File: src/rtl/sdc_pkg.sv
package sdc_pkg;

  // {cs_n, ras_n, cas_n, we_n}
  typedef enum logic [3:0] {
    CMD_MRS = 4'b0000,
    CMD_REF = 4'b0001,
    CMD_PRE = 4'b0010,
    CMD_ACT = 4'b0011,
    CMD_WR  = 4'b0100,
    CMD_RD  = 4'b0101,
    CMD_NOP = 4'b0111
  } sd_cmd_e;

  typedef enum logic [2:0] {
    ST_PWR,
    ST_IREF,
    ST_MRS,
    ST_IDLE,
    ST_REF,
    ST_ACT,
    ST_COL
  } ctl_state_e;

endpackage

File: src/rtl/sdc_ref_timer.sv
module sdc_ref_timer #(
  parameter int REF_INTERVAL = 1560
) (
  input  logic clk,
  input  logic rst_n,
  input  logic en,
  input  logic ack,
  output logic pend
);
  localparam int CW = (REF_INTERVAL > 1) ? $clog2(REF_INTERVAL) : 1;

  logic [CW-1:0] cnt;
  logic          tick;

  assign tick = en && (cnt == '0);

  always_ff @(posedge clk) begin
    if (!rst_n) begin
      cnt  <= CW'(REF_INTERVAL - 1);
      pend <= 1'b0;
    end else begin
      if (en) cnt <= tick ? CW'(REF_INTERVAL - 1) : cnt - 1'b1;
      if (tick) pend <= 1'b1;
      else if (ack) pend <= 1'b0;
    end
  end

  // a new interval must not expire while the previous refresh is still owed
  p_no_lost_refresh_r10: assert property (@(posedge clk) disable iff (!rst_n)
    (tick && pend) |-> ack)
    else $error("refresh interval expired with a refresh still pending");

endmodule

File: src/rtl/sdc_bank_table.sv
module sdc_bank_table #(
  parameter int BANK_W = 2,
  parameter int ROW_W  = 12
) (
  input  logic              clk,
  input  logic              rst_n,
  input  logic [BANK_W-1:0] look_bank,
  input  logic [ROW_W-1:0]  look_row,
  input  logic              act_en,
  input  logic [BANK_W-1:0] act_bank,
  input  logic [ROW_W-1:0]  act_row,
  input  logic              pre_one,
  input  logic [BANK_W-1:0] pre_bank,
  input  logic              pre_all,
  output logic              hit,
  output logic              open_sel,
  output logic              any_open,
  output logic [(1<<BANK_W)-1:0] open_vec
);
  localparam int NBANK = 1 << BANK_W;

  logic [NBANK-1:0] hit_vec;

  for (genvar b = 0; b < NBANK; b++) begin : g_bank
    logic             v;
    logic [ROW_W-1:0] r;

    always_ff @(posedge clk) begin
      if (!rst_n) begin
        v <= 1'b0;
        r <= '0;
      end else if (pre_all || (pre_one && pre_bank == BANK_W'(b))) begin
        v <= 1'b0;
      end else if (act_en && act_bank == BANK_W'(b)) begin
        v <= 1'b1;
        r <= act_row;
      end
    end

    assign open_vec[b] = v;
    assign hit_vec[b]  = v && (r == look_row);
  end

  assign hit      = hit_vec[look_bank];
  assign open_sel = open_vec[look_bank];
  assign any_open = |open_vec;

  p_act_closed_bank_r5: assert property (@(posedge clk) disable iff (!rst_n)
    act_en |-> !open_vec[act_bank])
    else $error("activate issued to a bank that already has an open row");

  p_pre_open_bank_r7: assert property (@(posedge clk) disable iff (!rst_n)
    pre_one |-> open_vec[pre_bank])
    else $error("single-bank precharge aimed at a closed bank");

endmodule

File: src/rtl/sdc_rd_capture.sv
module sdc_rd_capture #(
  parameter int DATA_W = 32,
  parameter int MAX_CL = 3
) (
  input  logic                        clk,
  input  logic                        rst_n,
  input  logic [$clog2(MAX_CL+1)-1:0] cl_val,
  input  logic                        launch,
  input  logic [DATA_W-1:0]           dq_in,
  output logic                        rsp_valid,
  output logic [DATA_W-1:0]           rsp_data
);
  logic [MAX_CL:0] pipe;
  logic            take;

  assign take = pipe[cl_val];

  always_ff @(posedge clk) begin
    if (!rst_n) begin
      pipe      <= '0;
      rsp_valid <= 1'b0;
      rsp_data  <= '0;
    end else begin
      pipe      <= {pipe[MAX_CL-1:0], launch};
      rsp_valid <= take;
      if (take) rsp_data <= dq_in;
    end
  end

  p_one_read_in_flight_r9: assert property (@(posedge clk) disable iff (!rst_n)
    $countones(pipe) <= 1)
    else $error("two reads overlap on the data bus");

  p_rsp_single_pulse_r9: assert property (@(posedge clk) disable iff (!rst_n)
    rsp_valid |=> !rsp_valid)
    else $error("response strobe held longer than one cycle");

endmodule

File: src/rtl/sdram_seq_ctrl.sv
module sdram_seq_ctrl
  import sdc_pkg::*;
#(
  parameter int ROW_W        = 12,
  parameter int COL_W        = 7,
  parameter int BANK_W       = 2,
  parameter int DATA_W       = 32,
  parameter int T_INIT       = 20000,
  parameter int T_RP         = 3,
  parameter int T_RCD        = 3,
  parameter int T_RFC        = 9,
  parameter int T_MRD        = 2,
  parameter int T_WR         = 2,
  parameter int INIT_REFS    = 2,
  parameter int REF_INTERVAL = 1560
) (
  input  logic                          clk,
  input  logic                          rst_n,
  input  logic                          cfg_cas3,
  input  logic                          cfg_interleave,
  input  logic                          req_valid,
  output logic                          req_ready,
  input  logic                          req_write,
  input  logic [BANK_W+ROW_W+COL_W-1:0] req_addr,
  input  logic [DATA_W-1:0]             req_wdata,
  input  logic [DATA_W/8-1:0]           req_be,
  output logic                          rsp_valid,
  output logic [DATA_W-1:0]             rsp_data,
  output logic                          init_done,
  output logic                          sd_cs_n,
  output logic                          sd_ras_n,
  output logic                          sd_cas_n,
  output logic                          sd_we_n,
  output logic [BANK_W-1:0]             sd_ba,
  output logic [ROW_W-1:0]              sd_addr,
  output logic [DATA_W/8-1:0]           sd_dqm,
  output logic [DATA_W-1:0]             sd_dq_out,
  output logic                          sd_dq_oe,
  input  logic [DATA_W-1:0]             sd_dq_in
);
  localparam int AW    = BANK_W + ROW_W + COL_W;
  localparam int BE_W  = DATA_W / 8;
  localparam int NBANK = 1 << BANK_W;
  localparam int WC_W  = $clog2(T_INIT + T_RFC + T_RP + T_RCD + T_WR + 8);
  localparam int RC_W  = $clog2(INIT_REFS + 1);
  localparam int MAX_CL = 3;
  localparam int CLV_W = $clog2(MAX_CL + 1);

  // request address split
  logic [BANK_W-1:0] rq_bank;
  logic [ROW_W-1:0]  rq_row;
  logic [COL_W-1:0]  rq_col;
  assign rq_bank = req_addr[AW-1 -: BANK_W];
  assign rq_row  = req_addr[COL_W +: ROW_W];
  assign rq_col  = req_addr[COL_W-1:0];

  // state
  ctl_state_e        st, st_d;
  logic [WC_W-1:0]   wcnt, wcnt_d;
  logic [RC_W-1:0]   refs, refs_d;
  logic              done_d;
  logic              cl3_q;
  sd_cmd_e           cmd_q, cmd_d;
  logic [ROW_W-1:0]  addr_d;
  logic [BANK_W-1:0] ba_d;
  logic [BE_W-1:0]   dqm_d;
  logic [DATA_W-1:0] dq_d;
  logic              oe_d;

  // latched request
  logic              lat_write;
  logic [BANK_W-1:0] lat_bank;
  logic [ROW_W-1:0]  lat_row;
  logic [COL_W-1:0]  lat_col;
  logic [DATA_W-1:0] lat_wdata;
  logic [BE_W-1:0]   lat_be;

  // control pulses
  logic accept, act_en, pre_one, pre_all, ref_ack, launch;
  logic hit, open_sel, any_open, ref_pend;
  logic [NBANK-1:0] open_vec;
  logic [ROW_W-1:0] mode_key;

  always_comb begin
    mode_key      = '0;
    mode_key[2:0] = 3'b000;
    mode_key[3]   = cfg_interleave;
    mode_key[6:4] = cfg_cas3 ? 3'b011 : 3'b010;
    mode_key[9]   = 1'b1;
  end

  assign req_ready = (st == ST_IDLE) && (wcnt == '0) && !ref_pend;

  always_comb begin
    st_d    = st;
    wcnt_d  = wcnt;
    refs_d  = refs;
    done_d  = init_done;
    cmd_d   = CMD_NOP;
    addr_d  = '0;
    ba_d    = '0;
    dqm_d   = '0;
    dq_d    = '0;
    oe_d    = 1'b0;
    accept  = 1'b0;
    act_en  = 1'b0;
    pre_one = 1'b0;
    pre_all = 1'b0;
    ref_ack = 1'b0;
    launch  = 1'b0;
    if (wcnt != '0) begin
      wcnt_d = wcnt - 1'b1;
    end else begin
      case (st)
        ST_PWR: begin
          cmd_d      = CMD_PRE;
          addr_d[10] = 1'b1;
          wcnt_d     = WC_W'(T_RP - 1);
          refs_d     = RC_W'(INIT_REFS);
          st_d       = ST_IREF;
        end
        ST_IREF: begin
          cmd_d  = CMD_REF;
          wcnt_d = WC_W'(T_RFC - 1);
          refs_d = refs - 1'b1;
          if (refs == RC_W'(1)) st_d = ST_MRS;
        end
        ST_MRS: begin
          cmd_d  = CMD_MRS;
          addr_d = mode_key;
          wcnt_d = WC_W'(T_MRD - 1);
          done_d = 1'b1;
          st_d   = ST_IDLE;
        end
        ST_IDLE: begin
          if (ref_pend) begin
            if (any_open) begin
              cmd_d      = CMD_PRE;
              addr_d[10] = 1'b1;
              pre_all    = 1'b1;
              wcnt_d     = WC_W'(T_RP - 1);
            end
            st_d = ST_REF;
          end else if (req_valid) begin
            accept = 1'b1;
            if (hit) begin
              st_d = ST_COL;
            end else if (open_sel) begin
              cmd_d   = CMD_PRE;
              ba_d    = rq_bank;
              pre_one = 1'b1;
              wcnt_d  = WC_W'(T_RP - 1);
              st_d    = ST_ACT;
            end else begin
              st_d = ST_ACT;
            end
          end
        end
        ST_REF: begin
          cmd_d   = CMD_REF;
          ref_ack = 1'b1;
          wcnt_d  = WC_W'(T_RFC - 1);
          st_d    = ST_IDLE;
        end
        ST_ACT: begin
          cmd_d  = CMD_ACT;
          ba_d   = lat_bank;
          addr_d = lat_row;
          act_en = 1'b1;
          wcnt_d = WC_W'(T_RCD - 1);
          st_d   = ST_COL;
        end
        ST_COL: begin
          ba_d   = lat_bank;
          addr_d = ROW_W'(lat_col);
          if (lat_write) begin
            cmd_d  = CMD_WR;
            oe_d   = 1'b1;
            dq_d   = lat_wdata;
            dqm_d  = ~lat_be;
            wcnt_d = WC_W'(T_WR - 1);
          end else begin
            cmd_d  = CMD_RD;
            launch = 1'b1;
            // keep the bus quiet until the read data has passed
            wcnt_d = cl3_q ? WC_W'(4) : WC_W'(3);
          end
          st_d = ST_IDLE;
        end
        default: st_d = ST_PWR;
      endcase
    end
  end

  always_ff @(posedge clk) begin
    if (!rst_n) begin
      st        <= ST_PWR;
      wcnt      <= WC_W'(T_INIT);
      refs      <= '0;
      init_done <= 1'b0;
      cl3_q     <= 1'b1;
      cmd_q     <= CMD_NOP;
      sd_addr   <= '0;
      sd_ba     <= '0;
      sd_dqm    <= '0;
      sd_dq_out <= '0;
      sd_dq_oe  <= 1'b0;
      lat_write <= 1'b0;
      lat_bank  <= '0;
      lat_row   <= '0;
      lat_col   <= '0;
      lat_wdata <= '0;
      lat_be    <= '0;
    end else begin
      st        <= st_d;
      wcnt      <= wcnt_d;
      refs      <= refs_d;
      init_done <= done_d;
      cmd_q     <= cmd_d;
      sd_addr   <= addr_d;
      sd_ba     <= ba_d;
      sd_dqm    <= dqm_d;
      sd_dq_out <= dq_d;
      sd_dq_oe  <= oe_d;
      if (cmd_d == CMD_MRS) cl3_q <= cfg_cas3;
      if (accept) begin
        lat_write <= req_write;
        lat_bank  <= rq_bank;
        lat_row   <= rq_row;
        lat_col   <= rq_col;
        lat_wdata <= req_wdata;
        lat_be    <= req_be;
      end
    end
  end

  assign {sd_cs_n, sd_ras_n, sd_cas_n, sd_we_n} = cmd_q;

  sdc_bank_table #(.BANK_W(BANK_W), .ROW_W(ROW_W)) u_banks (
    .clk      (clk),
    .rst_n    (rst_n),
    .look_bank(rq_bank),
    .look_row (rq_row),
    .act_en   (act_en),
    .act_bank (lat_bank),
    .act_row  (lat_row),
    .pre_one  (pre_one),
    .pre_bank (rq_bank),
    .pre_all  (pre_all),
    .hit      (hit),
    .open_sel (open_sel),
    .any_open (any_open),
    .open_vec (open_vec)
  );

  sdc_ref_timer #(.REF_INTERVAL(REF_INTERVAL)) u_ref (
    .clk  (clk),
    .rst_n(rst_n),
    .en   (init_done),
    .ack  (ref_ack),
    .pend (ref_pend)
  );

  sdc_rd_capture #(.DATA_W(DATA_W), .MAX_CL(MAX_CL)) u_cap (
    .clk      (clk),
    .rst_n    (rst_n),
    .cl_val   (cl3_q ? CLV_W'(3) : CLV_W'(2)),
    .launch   (launch),
    .dq_in    (sd_dq_in),
    .rsp_valid(rsp_valid),
    .rsp_data (rsp_data)
  );

  p_ready_after_init_r4: assert property (@(posedge clk) disable iff (!rst_n)
    req_ready |-> init_done)
    else $error("request accepted before initialisation finished");

  p_column_to_open_bank_r5: assert property (@(posedge clk) disable iff (!rst_n)
    (cmd_q == CMD_RD || cmd_q == CMD_WR) |-> open_vec[sd_ba])
    else $error("column command to a bank with no open row");

  p_refresh_banks_closed_r10: assert property (@(posedge clk) disable iff (!rst_n)
    (cmd_q == CMD_REF) |-> !any_open)
    else $error("refresh issued while a bank is open");

  p_mask_only_on_write_r8: assert property (@(posedge clk) disable iff (!rst_n)
    (sd_dqm != '0) |-> (cmd_q == CMD_WR))
    else $error("byte mask active outside a write");

endmodule

File: config.mk
export PLATFORM = sky130hd
export DESIGN_NAME = sdram_seq_ctrl
export DESIGN_NICKNAME = d
export VERILOG_FILES = /design/src/rtl/sdc_pkg.sv /design/src/rtl/sdc_ref_timer.sv /design/src/rtl/sdc_bank_table.sv /design/src/rtl/sdc_rd_capture.sv /design/src/rtl/sdram_seq_ctrl.sv
export SDC_FILE = /design/constraint.sdc
export NUM_CORES = 1
export LEC_CHECK = 0
export BUFFER_PORTS_ARGS = -buffer_cell sky130_fd_sc_hd__buf_2
export CORE_MARGIN = 2
export CORE_UTILIZATION = 55
export DETAILED_ROUTE_END_ITERATION = 10
export GPL_ROUTABILITY_DRIVEN = 0
export GPL_TIMING_DRIVEN = 0
export PLACE_DENSITY = 0.8
export SLEW_MARGIN = 20
export SYNTH_ARGS = -nofsm -noshare
export SYNTH_HDL_FRONTEND = slang
export SYNTH_SLANG_ARGS = --single-unit
File: constraint.sdc
create_clock -name clk -period 4 [get_ports clk]
set_input_delay 0.4 -clock clk [delete_from_list [all_inputs] [get_ports clk]]
set_output_delay 0.4 -clock clk [all_outputs]
set_load 0.01 [all_outputs]
==> results of run 1 <==
[logic make-up (layout without fill, tap and decap cells)]
group,after synthesis,in the layout
other,1,3
adder cells (fa/ha/maj),3,3
flip-flops,235,235
AO/OA/AOI/OAI,190,190
multiplexers,17,17
buffers and inverters,88,300
XOR/XNOR,64,64
AND/OR/NAND/NOR,480,480
[registers in the layout, summed over array words and instances, names as in the netlist, 4 cells and up]
register and count:
lat_row 12, u_ref.cnt 11, sd_dqm 4, lat_col 7
u_banks.g_bank.v 4, lat_be 4, wcnt 15, u_cap.pipe 4
sd_addr 12, lat_wdata 32, u_banks.g_bank.r 48, u_cap.rsp_data 32
sd_dq_out 32
[final cells by class]
class,count,area (µm²),share of cell area
flip-flops and latches,235,4700,0.428
multi-input cells,755,3990,0.363
repair buffers,169,846,0.0769
clock buffers,30,643,0.0584
plain buffers,76,343,0.0312
well taps,216,270,0.0246
clock inverters,13,155,0.0141
inverters,12,45.0,0.00409
diodes,2,5.00,0.000455
[worst min-delay path by stage]
stage | start | to | slack [ns] | depth (start not counted)
2_1_floorplan | lat_be[0]$_SDFFE_PN0P_ | sd_dqm[0]$_SDFF_PP0_ | 0.39 | 1
3_3_place_gp | lat_be[1]$_SDFFE_PN0P_ | sd_dqm[1]$_SDFF_PP0_ | 0.40 | 1
3_5_place_dp | lat_be[1]$_SDFFE_PN0P_ | sd_dqm[1]$_SDFF_PP0_ | 0.40 | 1
4_1_cts | sd_dq_in[14] | u_cap.rsp_data[14]$_SDFFE_PN0P_ | 0.10 | 3
5_1_grt | sd_dq_in[14] | u_cap.rsp_data[14]$_SDFFE_PN0P_ | 0.11 | 3
6_report | sd_dq_in[14] | u_cap.rsp_data[14]$_SDFFE_PN0P_ | 0.11 | 3
[metal layers]
| metal | track usage | vias to the layer above | share of wire |
|---|---|---|---|
| met5 | 0 | - | 0 |
| met4 | 0.100 | 0 | 0.038 |
| met3 | 0.0529 | 71 | 0.072 |
| li1 | - | 3934 | - |
| met2 | 0.453 | 304 | 0.47 |
| met1 | 0.340 | 3739 | 0.42 |
[stage by stage]
stage                     hold slack (ns)  setup WS [ns]  area (µm²)  utilization  cells
after detailed placement            0.398          0.595       10200        0.637   1463
after floorplan                     0.392           1.11        9080            -   1078
final                               0.112          0.275       11000        0.688   1508
after CTS                           0.104          0.289       11000        0.687   1506
after global routing                0.107          0.173       11000        0.688   1508
after global placement              0.403          0.671       10200        0.637   1463
[where the power goes]
part,switching (mW),internal [mW]
registers,0.0188,2.36
clock network,0.918,1.34
logic,0.117,0.0888
total,1.05,3.79
[worst reg2reg max path: stages, from the launching register on]
cell,delay (ns)
dfxtp_1,0.33
inv_1,0.08
ha_1,0.18
or3b_1,0.40
or3_4,0.36
nand2b_4,0.15
buf_6,0.13
nor3_2,0.52
nand3_1,0.33
clkbuf_1,0.31
clkbuf_1,0.31
nand2_1,0.15
a21oi_1,0.07
[placed cells by master, fill, tap and decap left out, types with 24 or more instances in the layout]
cell type	instances
clkbuf_16	24
clkbuf_1	61
buf_2	177
dfxtp_1	235
a21oi_1	149
nor2_1	62
xnor2_1	60
and2_1	37
nand2_1	292
==> flow_summary.yaml, run 1 <==
global_routing:
  track_usage: 0.268
  grt_overflow_total: 0
  antenna_found_initial: 2
  grt_pass1_vias: 7861
  grt_first_pass_wirelength_um: 38700
  grt_max_degree: 15
worst_hold_path:
  hold_path.class: "input pin to register"
timing:
  rsz0062_at_grt: "no"
  period_share: 0.931
  period_minus_slack_ns: 3.72
  worst-slew-pin-transition_ns: 0.798
  slew_viol_final: 0
  finalSetupViolations: 0
  hold_viol: 0
  finalClockSkew_ns: 0.0268
  slew_headroom: 0.465
  max_freq_mhz: 268
  final.setup.tns_ns: 0
run:
  drv_cap: 0
setup_path:
  r2r_cells: 12
  cp.required_ns: 3.60
  worstSetupEndpoint: "req_ready"
  start_kind: "register"
  cp_top_family: "simple AND/OR/NAND/NOR gates"
  cp_num_buf_inv: 4
  critPathLaunch: "wcnt[0]$_SDFFE_PN0P_"
  critPathKind: "register to output pin"
  ff2ff_setup_slack_ns: 0.54
  cpPeakStageDelay_ns: 0.43
  cp_max_fo: 8
  rr_endpoint: "lat_wdata[31]$_SDFFE_PN0P_"
  cpMaxStageDelayCell: "or3_2"
  path_cells: "inv_1 > ha_1 > or3b_1 > or3_4 > nand2b_4 > buf_6 > or3_2 > clkbuf_1 > nor3_1 > buf_2"
  rr_startpoint: "wcnt[0]$_SDFFE_PN0P_"
  critPathArrivalTime_ns: 3.32
  worstSetupEndpointType: "output pin"
  worst-path-stages: 10
run_status:
  status: "completed"
floorplanning:
  die_h_um: 132
  start_util: 0.567
  num_io_pins: 185
  dieArea_um2: 17600
  die_width_um: 132
  core_area_um2: 16000
  rows: 46
synthesis:
  yosys.area_share.simple: 0.241
  ys.flop_type: "dfxtp_1"
  ys_ff_latch: 235
  synth_edf_count: 0
  synth-xor-area-share: 0.0617
  muxShareOfSynthArea: 0.0189
  synthDistinctLibCells: 62
  syn-num-nets: 1176
  synth_area_leader_cell: "dfxtp_1"
  synth_warnings: 0
  async_flop_share: 0
  syn-cell-area_um2: 9080
  synth_compound_area_frac: 0.113
  synth_top_family_by_area: "simple AND/OR/NAND/NOR gates"
  synth_cells: 1078
  synthTopCellsByArea: "dfxtp_1 52%, nand2_1 12%, a21oi_1 8.2%"
  yosys-top-cells-count: "292 x nand2_1, 235 x dfxtp_1, 149 x a21oi_1"
  post_synth_fa_ha_maj_area_fraction: 0.00413
  yosysMostFrequentCell: "nand2_1"
  seq_area_frac_synth: 0.518
  synth_top_area_frac: 0.518
  syn_area_per_cell_um2: 8.42
routing:
  drtIter0Drc: 546
  dr.pass1.iters: 5
  vias: 8048
  ant_nets: 0
  detail_route.wirelength_um: 23700
  vias_per_cell: 5.34
  drc: 0
  wl_per_cell_um: 15.7
cells_and_area:
  drive_gt1_frac: 0.190
  areaGrowthSynthToFinish_pct: 21.2
  num-fill-cells: 1307
  final_nets: 1371
clocking:
  path_clk_slew_ns: 0.06
  ctsResizeCount: 0
  cts_tree: "built"
  cts_sinks: 235
  cts_setup_buffers: 0
  htreeDepth: 1
  insertion_delay_ns: 0.52
  cts_buffer_depth: 3
  cts_buffers: 24
  clockRootBuffer: "clkbuf_16"
  ctsHoldBuffers: 0
pwr:
  peakVddDrop_uv: 388
  cellPowerDensity_nw_per_um2: 440
  leakagePower_nw: 4.32
  power.total_mw: 4.84
placement:
  port_buffers: 169
  dp_hpwl_um: 17200
Note: power is estimated with default switching activity, not from simulation.
==> run 2, diff against run 1 <==
BUFFER_PORTS_ARGS = unset   (was -buffer_cell sky130_fd_sc_hd__buf_2)
CORE_UTILIZATION = 57   (was 55)
DONT_BUFFER_PORTS = 1   (was unset)
GPL_ROUTABILITY_DRIVEN = unset   (was 0)
PLACE_DENSITY = 0.75   (was 0.8)
clock period = 3.2 ns   (was 4 ns; I/O delays follow)
==> run 2 against run 1 <==
Net effect:
- clock-buffer cell count increased by 4
- sequential power rose by 25%
- global-route usage rose by 2.5 points
- worst hold slack got worse by 0.043 ns
- die area is 3.4% lower
==> flow_summary.yaml, run 2 (synthesized netlist as in run 1, its figures left out) <==
setup_path:
  critPathKind: "register to output pin"
  cpPeakStageDelay_ns: 0.39
  r2r_cells: 12
  critPathArrivalTime_ns: 2.80
  start_kind: "register"
  worst_path_most_repeated_cell: "or3_4"
  cpMaxStageDelayCell: "or3b_4"
  cp.required_ns: 2.88
  critPathLaunch: "wcnt[0]$_SDFFE_PN0P_"
  path_cells: "inv_1 > ha_2 > or3b_4 > or3_4 > nand2b_4 > buf_6 > or3_4 > nor3_4"
  cp_num_buf_inv: 2
  rr_endpoint: "u_banks.g_bank[1].r[1]$_SDFFE_PN0P_"
  worstSetupEndpointType: "output pin"
  ff2ff_setup_slack_ns: 0.13
  cp_top_family: "simple AND/OR/NAND/NOR gates"
  cp_max_fo: 8
  rr_startpoint: "wcnt[0]$_SDFFE_PN0P_"
run:
  drv_cap: 0
routing:
  ant_nets: 0
  drtIter0Drc: 600
  drc: 0
  dr.pass1.iters: 5
  wl_per_cell_um: 18.0
  detail_route.wirelength_um: 25600
  vias_per_cell: 5.62
  vias: 7975
timing:
  slew_headroom: 0.493
  rsz0062_at_grt: "no"
  finalSetupViolations: 0
  hold_ws_ns: 0.0697
  hold_viol: 0
  max_freq_mhz: 320
  period_share: 0.975
  finalClockSkew_ns: 0.0202
  slew_viol_final: 0
  period_minus_slack_ns: 3.12
  worst-slew-pin-transition_ns: 0.761
  final.setup.tns_ns: 0
global_routing:
  grt_first_pass_wirelength_um: 39200
  grt_max_degree: 15
  track_usage: 0.293
  grt_pass1_vias: 7643
  grt_overflow_total: 0
  antenna_found_initial: 0
cells_and_area:
  multi_input_area_um2: 4030
  final_nets: 1284
  layout_commonest_cell: "nand2_1"
  layout_common_cells: "292 x nand2_1, 235 x dfxtp_1, 149 x a21oi_1, 78 x dlygate4sd3_1, 61 x nor2_1"
  largest_register: "u_banks.g_bank.r"
  num-fill-cells: 1155
  drive_gt1_frac: 0.0740
  largest_register_ffs: 48
  finish.utilization: 0.702
  areaGrowthSynthToFinish_pct: 21.4
  final-seq-area_um2: 4700
worst_hold_path:
  min_to: "sd_addr[4]$_SDFF_PP0_"
  min_from: "cfg_cas3"
  hold-path-cell-count: 2
  hold_path.class: "input pin to register"
clocking:
  insertion_delay_ns: 0.53
  clockRootBuffer: "clkbuf_16"
  cts_buffers: 24
  cts_buffer_depth: 3
  htreeDepth: 1
  cts_sinks: 235
  cts_tree: "built"
  path_clk_slew_ns: 0.06
floorplanning:
  dieArea_um2: 17000
  die_h_um: 130
  rows: 46
  die_width_um: 130
  core_area_um2: 15700
  num_io_pins: 185
  start_util: 0.578
pwr:
  p_switching_mw: 1.34
  seqPwrFrac: 0.489
  leakagePower_nw: 3.89
  cellPowerDensity_nw_per_um2: 551
  clkPwrFrac: 0.462
  peakVddDrop_uv: 461
  internal-power_mw: 4.74
  p_comb_frac: 0.049
  swShare: 0.220
placement:
  port_buffers: 0
  dp_hpwl_um: 16400
  gp_congestion: 0.921
run_status:
  status: "completed"
-- run 2: cell types whose count changed in the layout (fill, tap and decap cells not counted), moves of 4 or more --
cell / change
buf_4: +6
clkinv_2: -4
clkbuf_8: +6
buf_2: -170
clkbuf_1: -4
dlygate4sd3_1: +78
-- run 2: power groups by stage --
stage | combinational, mW | clock (mW) | sequential [mW]
floorplan | 0.157 | 0 | 3.03
global placement | 0.202 | 0 | 3.04
detailed placement | 0.204 | 0 | 3.04
CTS | 0.286 | 2.82 | 2.97
global route | 0.325 | 2.94 | 2.98
finish | 0.296 | 2.81 | 2.97
-- run 2: layer usage --
metal,vias to the layer above,GRT usage,share of wire
met3,103,0.0529,0.077
met1,3720,0.375,0.40
met2,390,0.493,0.48
met5,-,0,0
met4,0,0.117,0.043
li1,3762,-,-
-- run 2: layout make-up --
cell class | instances | share of cell area
buffer | 75 | 0.0313
antenna | 1 | 0.000227
clock inverter | 9 | 0.00817
tap | 216 | 0.0245
clock buffer | 34 | 0.0651
inverter | 12 | 0.00409
timing repair buffer | 83 | 0.0742
multi-input combinational | 755 | 0.366
sequential | 235 | 0.427
-- run 2: metrics by stage --
stage	setup WS, ns	instances	instance area [µm²]	power (mW)
after global placement	-0.144	1294	9350	3.24
after floorplan	0.313	1078	9080	3.19
after detailed placement	-0.177	1294	9350	3.24
after global routing	0.00213	1419	11000	6.24
final	0.0785	1420	11000	6.08
after CTS	0.00752	1414	11000	6.08
-- run 2: worst max path at each step --
stage / to / slack, ns / depth (start not counted)
floorplan: u_banks.g_bank[3].v$_SDFFE_PP0P_ / 0.31 / 11
global placement: u_banks.g_bank[3].v$_SDFFE_PP0P_ / -0.14 / 11
detailed placement: u_banks.g_bank[3].v$_SDFFE_PP0P_ / -0.18 / 11
CTS: lat_bank[0]$_SDFFE_PN0P_ / 0.008 / 12
global route: req_ready / 0.002 / 8
finish: req_ready / 0.08 / 8
-- run 2: worst reg2reg max path, delay by kind of cell, from the launching register on --
| family | cells | cell delay (ns) |
|---|---|---|
| AOI/OAI and AO/OA | 1 | 0.18 |
| adders and majority gates | 1 | 0.19 |
| and+or+nand+nor | 6 | 1.72 |
| DFF | 1 | 0.34 |
| buffers and inverters | 4 | 0.59 |
-- run 2: timing repair --
item	4_1_cts	5_1_grt
endpoints found under the setup margin	24	62
pin swaps	1	4
hold buffers	78	0
endpoints found under the hold margin	78	0
gates resized for setup	4	11
buffers inserted	0	5
cloned	0	0
